## config.mk

```make
export PLATFORM = sky130hd
export DESIGN_NAME = rcal_alarm
export DESIGN_NICKNAME = d
export VERILOG_FILES = /design/src/rtl/rcal_alarm_pkg.sv /design/src/rtl/rcal_mask_decode.sv /design/src/rtl/rcal_lane_cmp.sv /design/src/rtl/rcal_repeat_ctrl.sv /design/src/rtl/rcal_alarm.sv
export SDC_FILE = /design/constraint.sdc
export NUM_CORES = 1
export LEC_CHECK = 0
export ABC_AREA = 1
export BUFFER_PORTS_ARGS = -buffer_cell sky130_fd_sc_hd__buf_2
export CAP_MARGIN = 30
export CELL_PAD_IN_SITES_DETAIL_PLACEMENT = 1
export CELL_PAD_IN_SITES_GLOBAL_PLACEMENT = 2
export CORE_ASPECT_RATIO = 0.75
export CORE_MARGIN = 10
export CORE_UTILIZATION = 25
export CTS_CLUSTER_DIAMETER = 80
export DETAILED_ROUTE_END_ITERATION = 10
export PLACE_DENSITY = 0.88
export SYNTH_ARGS = -nofsm -noshare
export SYNTH_HDL_FRONTEND = slang
export SYNTH_SLANG_ARGS = --single-unit
```

## constraint.sdc

```tcl
create_clock -name clk -period 1.4 [get_ports clk]
set_input_delay 0.14 -clock clk [delete_from_list [all_inputs] [get_ports clk]]
set_output_delay 0.14 -clock clk [all_outputs]
set_load 0.02 [all_outputs]
```

## src/rtl/rcal_alarm_pkg.sv

```systemverilog
package rcal_alarm_pkg;
   localparam int LANE_W   = 8;
   localparam int NLANE    = 9;
   localparam int WDAY_LN  = 6;
   localparam int IVAL_MAX = 9;

   typedef logic [LANE_W-1:0]            lane_t;
   typedef logic [NLANE-1:0][LANE_W-1:0] lanes_t;

   typedef enum logic [3:0] {
      IV_HALF, IV_SEC, IV_10SEC, IV_MIN, IV_10MIN,
      IV_HOUR, IV_DAY, IV_WEEK, IV_MONTH, IV_YEAR
   } ival_e;

   // Lane order follows the interval ladder: lane l joins at code l+1.
   function automatic lanes_t pack_lanes(input logic       half,
                                         input logic [7:0] sec,
                                         input logic [7:0] min,
                                         input logic [7:0] hour,
                                         input logic [2:0] wday,
                                         input logic [7:0] day,
                                         input logic [7:0] mon);
      lanes_t l;
      l[0] = {7'd0, half};
      l[1] = {4'd0, sec[3:0]};
      l[2] = {4'd0, sec[7:4]};
      l[3] = {4'd0, min[3:0]};
      l[4] = {4'd0, min[7:4]};
      l[5] = hour;
      l[6] = {5'd0, wday};
      l[7] = day;
      l[8] = mon;
      return l;
   endfunction
endpackage

```

## src/rtl/rcal_mask_decode.sv

```systemverilog
module rcal_mask_decode
   import rcal_alarm_pkg::*;
#(
   parameter int NL      = NLANE,
   parameter int WD_LANE = WDAY_LN,
   parameter int TOP_IV  = IVAL_MAX
) (
   input  logic [3:0]    ival,
   output logic          ival_ok,
   output logic [NL-1:0] sel
);
   if (NL != TOP_IV) begin : g_bad_nl
      $error("lane count must equal the highest interval code");
   end

   assign ival_ok = (ival <= 4'(TOP_IV));

   for (genvar l = 0; l < NL; l++) begin : g_lane
      if (l == WD_LANE) begin : g_only
         assign sel[l] = ival_ok && (ival == 4'(l + 1));
      end else begin : g_ladder
         assign sel[l] = ival_ok && (ival >= 4'(l + 1));
      end
   end

   always_comb begin
      AST_SEL_NEEDS_VALID: assert (ival_ok || sel == '0);
   end
endmodule

```

## src/rtl/rcal_lane_cmp.sv

```systemverilog
module rcal_lane_cmp
   import rcal_alarm_pkg::*;
#(
   parameter int NL = NLANE,
   parameter int LW = LANE_W
) (
   input  logic [NL-1:0][LW-1:0] cur,
   input  logic [NL-1:0][LW-1:0] tgt,
   input  logic [NL-1:0]         sel,
   output logic                  hit
);
   logic [NL-1:0] ok;

   for (genvar l = 0; l < NL; l++) begin : g_cmp
      assign ok[l] = !sel[l] || (cur[l] == tgt[l]);
   end

   assign hit = &ok;
endmodule

```

## src/rtl/rcal_repeat_ctrl.sv

```systemverilog
module rcal_repeat_ctrl #(
   parameter int RPT_W = 8
) (
   input  logic             clk,
   input  logic             rst_n,
   input  logic             load,
   input  logic             load_en,
   input  logic             load_chime,
   input  logic [RPT_W-1:0] load_cnt,
   input  logic             fire,
   output logic             en
);
   localparam logic [RPT_W-1:0] CNT_TOP = '1;

   if (RPT_W < 1 || RPT_W > 16) begin : g_bad_w
      $error("RPT_W must be 1..16");
   end

   logic             chime_q;
   logic [RPT_W-1:0] cnt_q;

   always_ff @(posedge clk or negedge rst_n) begin
      if (!rst_n) begin
         en      <= 1'b0;
         chime_q <= 1'b0;
         cnt_q   <= '0;
      end else if (load) begin
         en      <= load_en;
         chime_q <= load_chime;
         cnt_q   <= load_cnt;
      end else if (fire) begin
         if (cnt_q != '0) begin
            cnt_q <= cnt_q - 1'b1;
         end else if (chime_q) begin
            cnt_q <= CNT_TOP;
         end else begin
            en <= 1'b0;
         end
      end
   end

   AST_COUNT_DOWN: assert property (@(posedge clk) disable iff (!rst_n)
      (fire && !load && cnt_q != '0) |=> (cnt_q == $past(cnt_q) - 1'b1) && en);
   AST_ONESHOT_END: assert property (@(posedge clk) disable iff (!rst_n)
      (fire && !load && cnt_q == '0 && !chime_q) |=> !en);
   AST_CHIME_WRAP: assert property (@(posedge clk) disable iff (!rst_n)
      (fire && !load && cnt_q == '0 && chime_q) |=> (cnt_q == CNT_TOP) && en);
endmodule

```

## src/rtl/rcal_alarm.sv

```systemverilog
module rcal_alarm
   import rcal_alarm_pkg::*;
#(
   parameter int RPT_W = 8
) (
   input  logic             clk,
   input  logic             rst_n,
   input  logic             tick,
   input  logic             cal_half,
   input  logic [7:0]       cal_sec,
   input  logic [7:0]       cal_min,
   input  logic [7:0]       cal_hour,
   input  logic [2:0]       cal_wday,
   input  logic [7:0]       cal_day,
   input  logic [7:0]       cal_mon,
   input  logic             cfg_we,
   input  logic             cfg_en,
   input  logic             cfg_chime,
   input  logic [RPT_W-1:0] cfg_rpt,
   input  logic [3:0]       cfg_ival,
   input  logic             cfg_half,
   input  logic [7:0]       cfg_sec,
   input  logic [7:0]       cfg_min,
   input  logic [7:0]       cfg_hour,
   input  logic [2:0]       cfg_wday,
   input  logic [7:0]       cfg_day,
   input  logic [7:0]       cfg_mon,
   output logic             alm_pulse,
   output logic             alm_active
);
   lanes_t        tgt_q;
   lanes_t        cur;
   logic [3:0]    ival_q;
   logic          ival_ok;
   logic [NLANE-1:0] sel;
   logic          hit;
   logic          fire;

   always_ff @(posedge clk or negedge rst_n) begin
      if (!rst_n) begin
         tgt_q  <= '0;
         ival_q <= 4'(IV_HALF);
      end else if (cfg_we) begin
         tgt_q  <= pack_lanes(cfg_half, cfg_sec, cfg_min, cfg_hour,
                              cfg_wday, cfg_day, cfg_mon);
         ival_q <= cfg_ival;
      end
   end

   assign cur = pack_lanes(cal_half, cal_sec, cal_min, cal_hour,
                           cal_wday, cal_day, cal_mon);

   rcal_mask_decode #(.NL(NLANE), .WD_LANE(WDAY_LN), .TOP_IV(IVAL_MAX)) u_dec (
      .ival    (ival_q),
      .ival_ok (ival_ok),
      .sel     (sel)
   );

   rcal_lane_cmp #(.NL(NLANE), .LW(LANE_W)) u_cmp (
      .cur (cur),
      .tgt (tgt_q),
      .sel (sel),
      .hit (hit)
   );

   // A write owns its cycle: the tick that coincides with it is dropped.
   assign fire = tick && !cfg_we && alm_active && ival_ok && hit;

   rcal_repeat_ctrl #(.RPT_W(RPT_W)) u_rpt (
      .clk        (clk),
      .rst_n      (rst_n),
      .load       (cfg_we),
      .load_en    (cfg_en),
      .load_chime (cfg_chime),
      .load_cnt   (cfg_rpt),
      .fire       (fire),
      .en         (alm_active)
   );

   always_ff @(posedge clk or negedge rst_n) begin
      if (!rst_n) alm_pulse <= 1'b0;
      else        alm_pulse <= fire;
   end

   AST_NO_TICK_NO_PULSE: assert property (@(posedge clk) disable iff (!rst_n)
      !tick |=> !alm_pulse);
   AST_WRITE_QUIET: assert property (@(posedge clk) disable iff (!rst_n)
      cfg_we |=> !alm_pulse);
   AST_RESERVED_SILENT: assert property (@(posedge clk) disable iff (!rst_n)
      (ival_q > 4'(IVAL_MAX) && !cfg_we) |=> !alm_pulse && $stable(alm_active));
   AST_IDLE_SILENT: assert property (@(posedge clk) disable iff (!rst_n)
      !alm_active |=> !alm_pulse);
   AST_WRITE_LOADS_EN: assert property (@(posedge clk) disable iff (!rst_n)
      cfg_we |=> (alm_active == $past(cfg_en)));
endmodule

```

==> metrics.csv, run 1 <==
metric,value,unit
tightest_slew,493,ps
grt_use_total,0.122,
synth_nets,559,
cts_max_path_buffers,2,
switching_share,0.287,
core_region_area,12900,um^2
synthCells,451,
antenna_found_initial,1,
finalHoldViolCount,0,
p_leak,2.51,nW
port_buffers,107,
netlist_area,3280,um^2
holdWs,13.3,ps
grt_pass1_wl,18300,um
grt_pass1_vias,3818,
grt-ovfl-total,0,
dp_cells,746,
io_pins,108,
cap_violations,0,
synth.distinct_cells,29,
hp-class,primary input to register,
worst_slack,-218,ps
clkTransAtPathRegs,50,ps
cp.required,1660,ps
worst_setup_path_end_kind,register,
num_rows,36,
die_h,119,um
violations,setup timing,
p_int,3.71,mW
period_share,1.16,
die_area,18200,um^2
critPathKind,register to register,
p_sw,1.49,mW
fin_nets,696,
setup_viol,10,
cp_max_fo,7,
post_drt_wl_per_cell,14.5,um
layout.cells.non_filler,765,
routed_wl,11100,um
layout-drive-gt1-share,0.344,
synth_warnings,0,
stdcell_area,4710,um^2
cts_max_level,3,
place_area,4210,um^2
outcome,finished with violations,
drt_first_pass_iters,4,
vias_per_cell,4.28,
ys_seq_area_frac,0.450,
grt_setup_unrepaired,yes,
seq_power_share,0.386,
slew_headroom,0.671,
skew,7.00,ps
cts_tree,done,
fp.dieW,152,um
grt_max_degree,74,
power_frac_clock,0.392,
power_density,1100,nW/um^2
avgSynthCellArea,7.28,um^2
drtAntennaViolNets,0,
clockRootBuffer,clkbuf_16,
synth-seq-cells,59,
finalMaxSlewViolations,0,
period_minus_slack,1620,ps
clock_sinks,59,
vias,3272,
final_util,0.364,
drtIter0Drc,97,
cts_made_buffers,9,
start_util,0.254,
worstSetupStartpointType,register,
clk_latency,330,ps
drc,0,
vdd_drop_max,0.514,mV
post-dp-hpwl,8620,um
pwr-share-comb,0.222,
fmax,618,MHz
worstPathArrival,1880,ps
gp_congestion,0.837,
reg2reg_slack,-220,ps
area_growth,43.5,%
==> worst max-delay path, stage by stage, from the launching register on <==
cell and delay (ps):
dfrtp_1 400, inv_2 70, ha_1 170, nand2_2 70, nor4_4 280, nor2_1 100
buf_6 170, a31oi_2 150, nand3_2 90, nand2_1 50
==> metal layers <==
layer / wire, um / up-vias / part of all wire / global-route usage
met1: 5110 / 1523 / 0.46 / 0.145
met4: 182 / 0 / 0.016 / 0.0432
met2: 5200 / 80 / 0.47 / 0.204
met5: 0 / - / 0 / 0
met3: 582 / 15 / 0.053 / 0.0392
li1: - / 1654 / - / -
==> final timing paths <==
check,start,endpoint,depth (start not counted)
min in group asynchronous,rst_n,tgt_q[66],2
min reg2reg,tgt_q[19],tgt_q[19],2
max,u_rpt.cnt_q[1],u_rpt.cnt_q[3],9
max reg2reg,u_rpt.cnt_q[1],u_rpt.cnt_q[3],9
max in group asynchronous,rst_n,ival_q[2],3
min,cfg_sec[3],tgt_q[11],3
==> registers in the layout (all words and copies together), names as in the netlist <==
register / count
alm_pulse: 1
ival_q: 4
tgt_q: 44
u_rpt.chime_q: 1
u_rpt.cnt_q: 8
u_rpt.en: 1
==> layout by cell type, fill, tap and decap left out, drive strengths merged, types with 14 or more instances in the layout <==
master  instances
nand2         210
dfrtp          59
inv            44
o21ai          23
nor2           29
buf           138
nand3          22
xnor2          26
clkbuf         14
==> area by class of cell <==
class                           count  area [um^2]
Fill cell                        1593         8220
Multi-Input combinational cell    334         1760
Sequential cell                    59         1480
Timing Repair Buffer              139          807
Clock buffer                       14          264
Tap cell                          171          214
Inverter                           45          169
Clock inverter                      2         10.0
Antenna cell                        1         2.50
==> metrics by stage <==
stage               setup TNS, ps  power, mW  setup slack [ps]
floorplan                   -38.5       2.56             -8.09
global placement            -1400       3.02              -157
detailed placement          -2110       3.08              -244
CTS                         -1770       5.20              -195
global route                -2830       5.52              -306
finish                      -1900       5.20              -218
==> power by group through the flow <==
stage	clock network [mW]	logic [mW]	registers (mW)
CTS	2.11	1.09	2.00
finish	2.04	1.16	2.00
detailed placement	0	1.06	2.02
global placement	0	1.02	2.00
floorplan	0	0.558	2.00
global route	2.18	1.31	2.03
==> Yosys cell counts <==
cell type,instances,area share
nand2_1,208,0.24
dfrtp_1,59,0.45
inv_1,45,0.051
xnor2_1,26,0.069
nor2_1,23,0.026
o21ai_0,22,0.034
nand3_1,21,0.032
clkbuf_1,8,0.0092
xor2_1,6,0.016
a21oi_1,5,0.0076
nor2_2,5,0.0095
a31oi_1,3,0.0057
nand4_1,3,0.0057
ha_1,2,0.0076
a21oi_2,1,0.0027
a22oi_1,1,0.0023
buf_1,1,0.0011
buf_2,1,0.0015
buf_6,1,0.0034
clkbuf_2,1,0.0015
clkbuf_8,1,0.0042
nand2_2,1,0.0019
nand2_4,1,0.0034
nand3_2,1,0.0031
nor2_4,1,0.0034
nor4_2,1,0.0038
o21ai_1,1,0.0015
o31ai_1,1,0.0023
or2_2,1,0.0019
==> repair_timing <==
action,4_1_cts,5_1_grt
buffers inserted,0,1
gates resized for setup,18,34
setup endpoints to repair,10,10
hold buffers,1,0
hold endpoints to repair,16,0
pin swaps,13,19
==> cell families (layout without fill, tap and decap cells) <==
group / after synthesis / count (layout) / synth area share
other: 0 / 1 / 0
XOR/XNOR: 32 / 32 / 0.0854
AND/OR/NAND/NOR: 266 / 266 / 0.329
buffers and inverters: 58 / 200 / 0.0724
flip-flops: 59 / 59 / 0.450
adder cells (fa/ha/maj): 2 / 2 / 0.00762
AO/OA/AOI/OAI: 34 / 34 / 0.0557
No activity file was read; power rests on OpenSTA's default activity.
==> inputs of run 2 (changes only) <==
- MAX_ROUTING_LAYER: default -> met4
==> metrics.csv, run 2 (synthesis gave the netlist of run 1 again) <==
metric,value,unit,change
cts_made_buffers,9,,unchanged
outcome,finished with violations,,
period_share,1.16,,about the same
cp_max_fo,7,,unchanged
area_growth,43.5,%,unchanged
clock_sinks,59,,unchanged
antenna_found_initial,1,,unchanged
violations,setup timing,,
period_minus_slack,1620,ps,+0.00700 ps
clockRootBuffer,clkbuf_16,,
critPathKind,register to register,,
routed_wl,11100,um,about the same
cap_violations,0,,unchanged
p_leak,2.51,nW,unchanged
register_area,1480,um^2,unchanged
core_region_area,12900,um^2,unchanged
grt_pass1_vias,3821,,+0.079%
critPathLaunch,u_rpt.cnt_q[1],,
hp-class,primary input to register,,
cts_max_path_buffers,2,,unchanged
drtIter0Drc,94,,-3.1%
fillerInstances,1593,,unchanged
vias_per_cell,4.28,,about the same
worst_slack,-218,ps,-0.00700 ps
power_density,1100,nW/um^2,about the same
cp.required,1660,ps,about the same
final_common_cell,nand2_1,,
post-dp-hpwl,8620,um,unchanged
grt_use_total,0.126,,+0.00368
worstPathArrival,1880,ps,about the same
multi_input_area,1760,um^2,unchanged
fp.dieW,152,um,unchanged
setup_viol,10,,unchanged
cts_tree,done,,
worstSetupStartpointType,register,,
drc,0,,unchanged
grt_max_degree,74,,unchanged
clk_latency,330,ps,about the same
start_util,0.254,,unchanged
port_buffers,107,,unchanged
stdcell_area,4710,um^2,unchanged
clkTransAtPathRegs,50,ps,about the same
worstRegToRegCells,9,,unchanged
place_area,4210,um^2,unchanged
holdWs,12.7,ps,-0.637 ps
fin_nets,696,,unchanged
die_area,18200,um^2,unchanged
fmax,618,MHz,about the same
post_drt_wl_per_cell,14.5,um,about the same
finalHoldViolCount,0,,unchanged
skew,6.97,ps,-0.0265 ps
die_h,119,um,unchanged
io_pins,108,,unchanged
tightest_slew,499,ps,+6.71 ps
grt_pass1_wl,18200,um,-0.19%
drtAntennaViolNets,0,,unchanged
largest_register_ffs,44,,unchanged
r2r-end,u_rpt.cnt_q[3],,
vdd_drop_max,0.514,mV,about the same
rr_startpoint,u_rpt.cnt_q[1],,
worst_setup_path_end_kind,register,,
num_rows,36,,unchanged
vias,3271,,-0.031%
crit_end,u_rpt.cnt_q[3],,
grt-ovfl-total,0,,unchanged
cts_max_level,3,,unchanged
layout-drive-gt1-share,0.344,,unchanged
slew_headroom,0.667,,-0.00447
final_cell_mix,"nand2_1 (201), buf_2 (107), dfrtp_1 (56)",,
largestRegisters,"tgt_q (44), u_rpt.cnt_q (8), ival_q (4)",,
finalMaxSlewViolations,0,,unchanged
reg2reg_slack,-220,ps,about the same
drt_first_pass_iters,4,,unchanged
grt_setup_unrepaired,yes,,
top_register,tgt_q,,
gp_congestion,0.850,,+1.5%
-- run 2: cell counts in the layout (fill, tap and decap cells not counted) --
Identical to the previous run, type by type.
-- run 2: timing repair --
action / in CTS / in global routing
pin swaps: 13 / 19
cloned: 0 / 0
buffers inserted: 0 / 1
hold endpoints to repair: 16 / 0
resized for setup: 18 / 34
endpoints found under the setup margin: 10 / 10
hold buffers: 1 / 0
-- run 2: layer usage --
layer | share of wire | track usage | up-vias
li1 | - | - | 1654
met5 | 0 | - | -
met3 | 0.033 | 0.0291 | 15
met4 | 0.017 | 0.0432 | 0
met2 | 0.47 | 0.204 | 80
met1 | 0.48 | 0.151 | 1522
-- run 2: layout make-up --
class                      instances  share of cell area
multi-input combinational        334               0.374
sequential                        59               0.314
timing repair buffer             139               0.171
clock buffer                      14              0.0561
tap                              171              0.0454
inverter                          45              0.0359
clock inverter                     2             0.00213
antenna                            1            0.000531
-- run 2: worst min-delay path by stage --
stage	to	cells past startpoint	slack, ps	start
finish	tgt_q[11]	3	10	cfg_sec[3]
detailed placement	tgt_q[66]	1	130	rst_n
global route	tgt_q[11]	3	10	cfg_sec[3]
floorplan	alm_pulse	0	-160	rst_n
CTS	tgt_q[11]	3	6	cfg_sec[3]
global placement	tgt_q[66]	1	120	rst_n
-- run 2: metrics by stage --
stage	instances	utilization	total power [mW]	setup slack (ps)	TNS, ps
2_1_floorplan	451	-	2.56	-8.09	-38.5
3_3_place_gp	746	0.326	3.02	-157	-1400
3_5_place_dp	746	0.326	3.08	-244	-2110
4_1_cts	763	0.353	5.20	-195	-1770
5_1_grt	765	0.364	5.52	-306	-2830
6_report	765	0.364	5.20	-218	-1900
-- run 2: power by group --
group	total, mW	switching [mW]	internal [mW]	leakage (nW)
clock	2.04	0.750	1.29	0.137
combinational	1.16	0.614	0.541	1.66
sequential	2.00	0.129	1.88	0.715
-- run 2: critical path, stage by stage, from the launching register on --
cell     delay (ps)
dfrtp_1         400
inv_2            70
ha_1            170
nand2_2          70
nor4_4          280
nor2_1          100
buf_6           170
a31oi_2         150
nand3_2          90
nand2_1          50
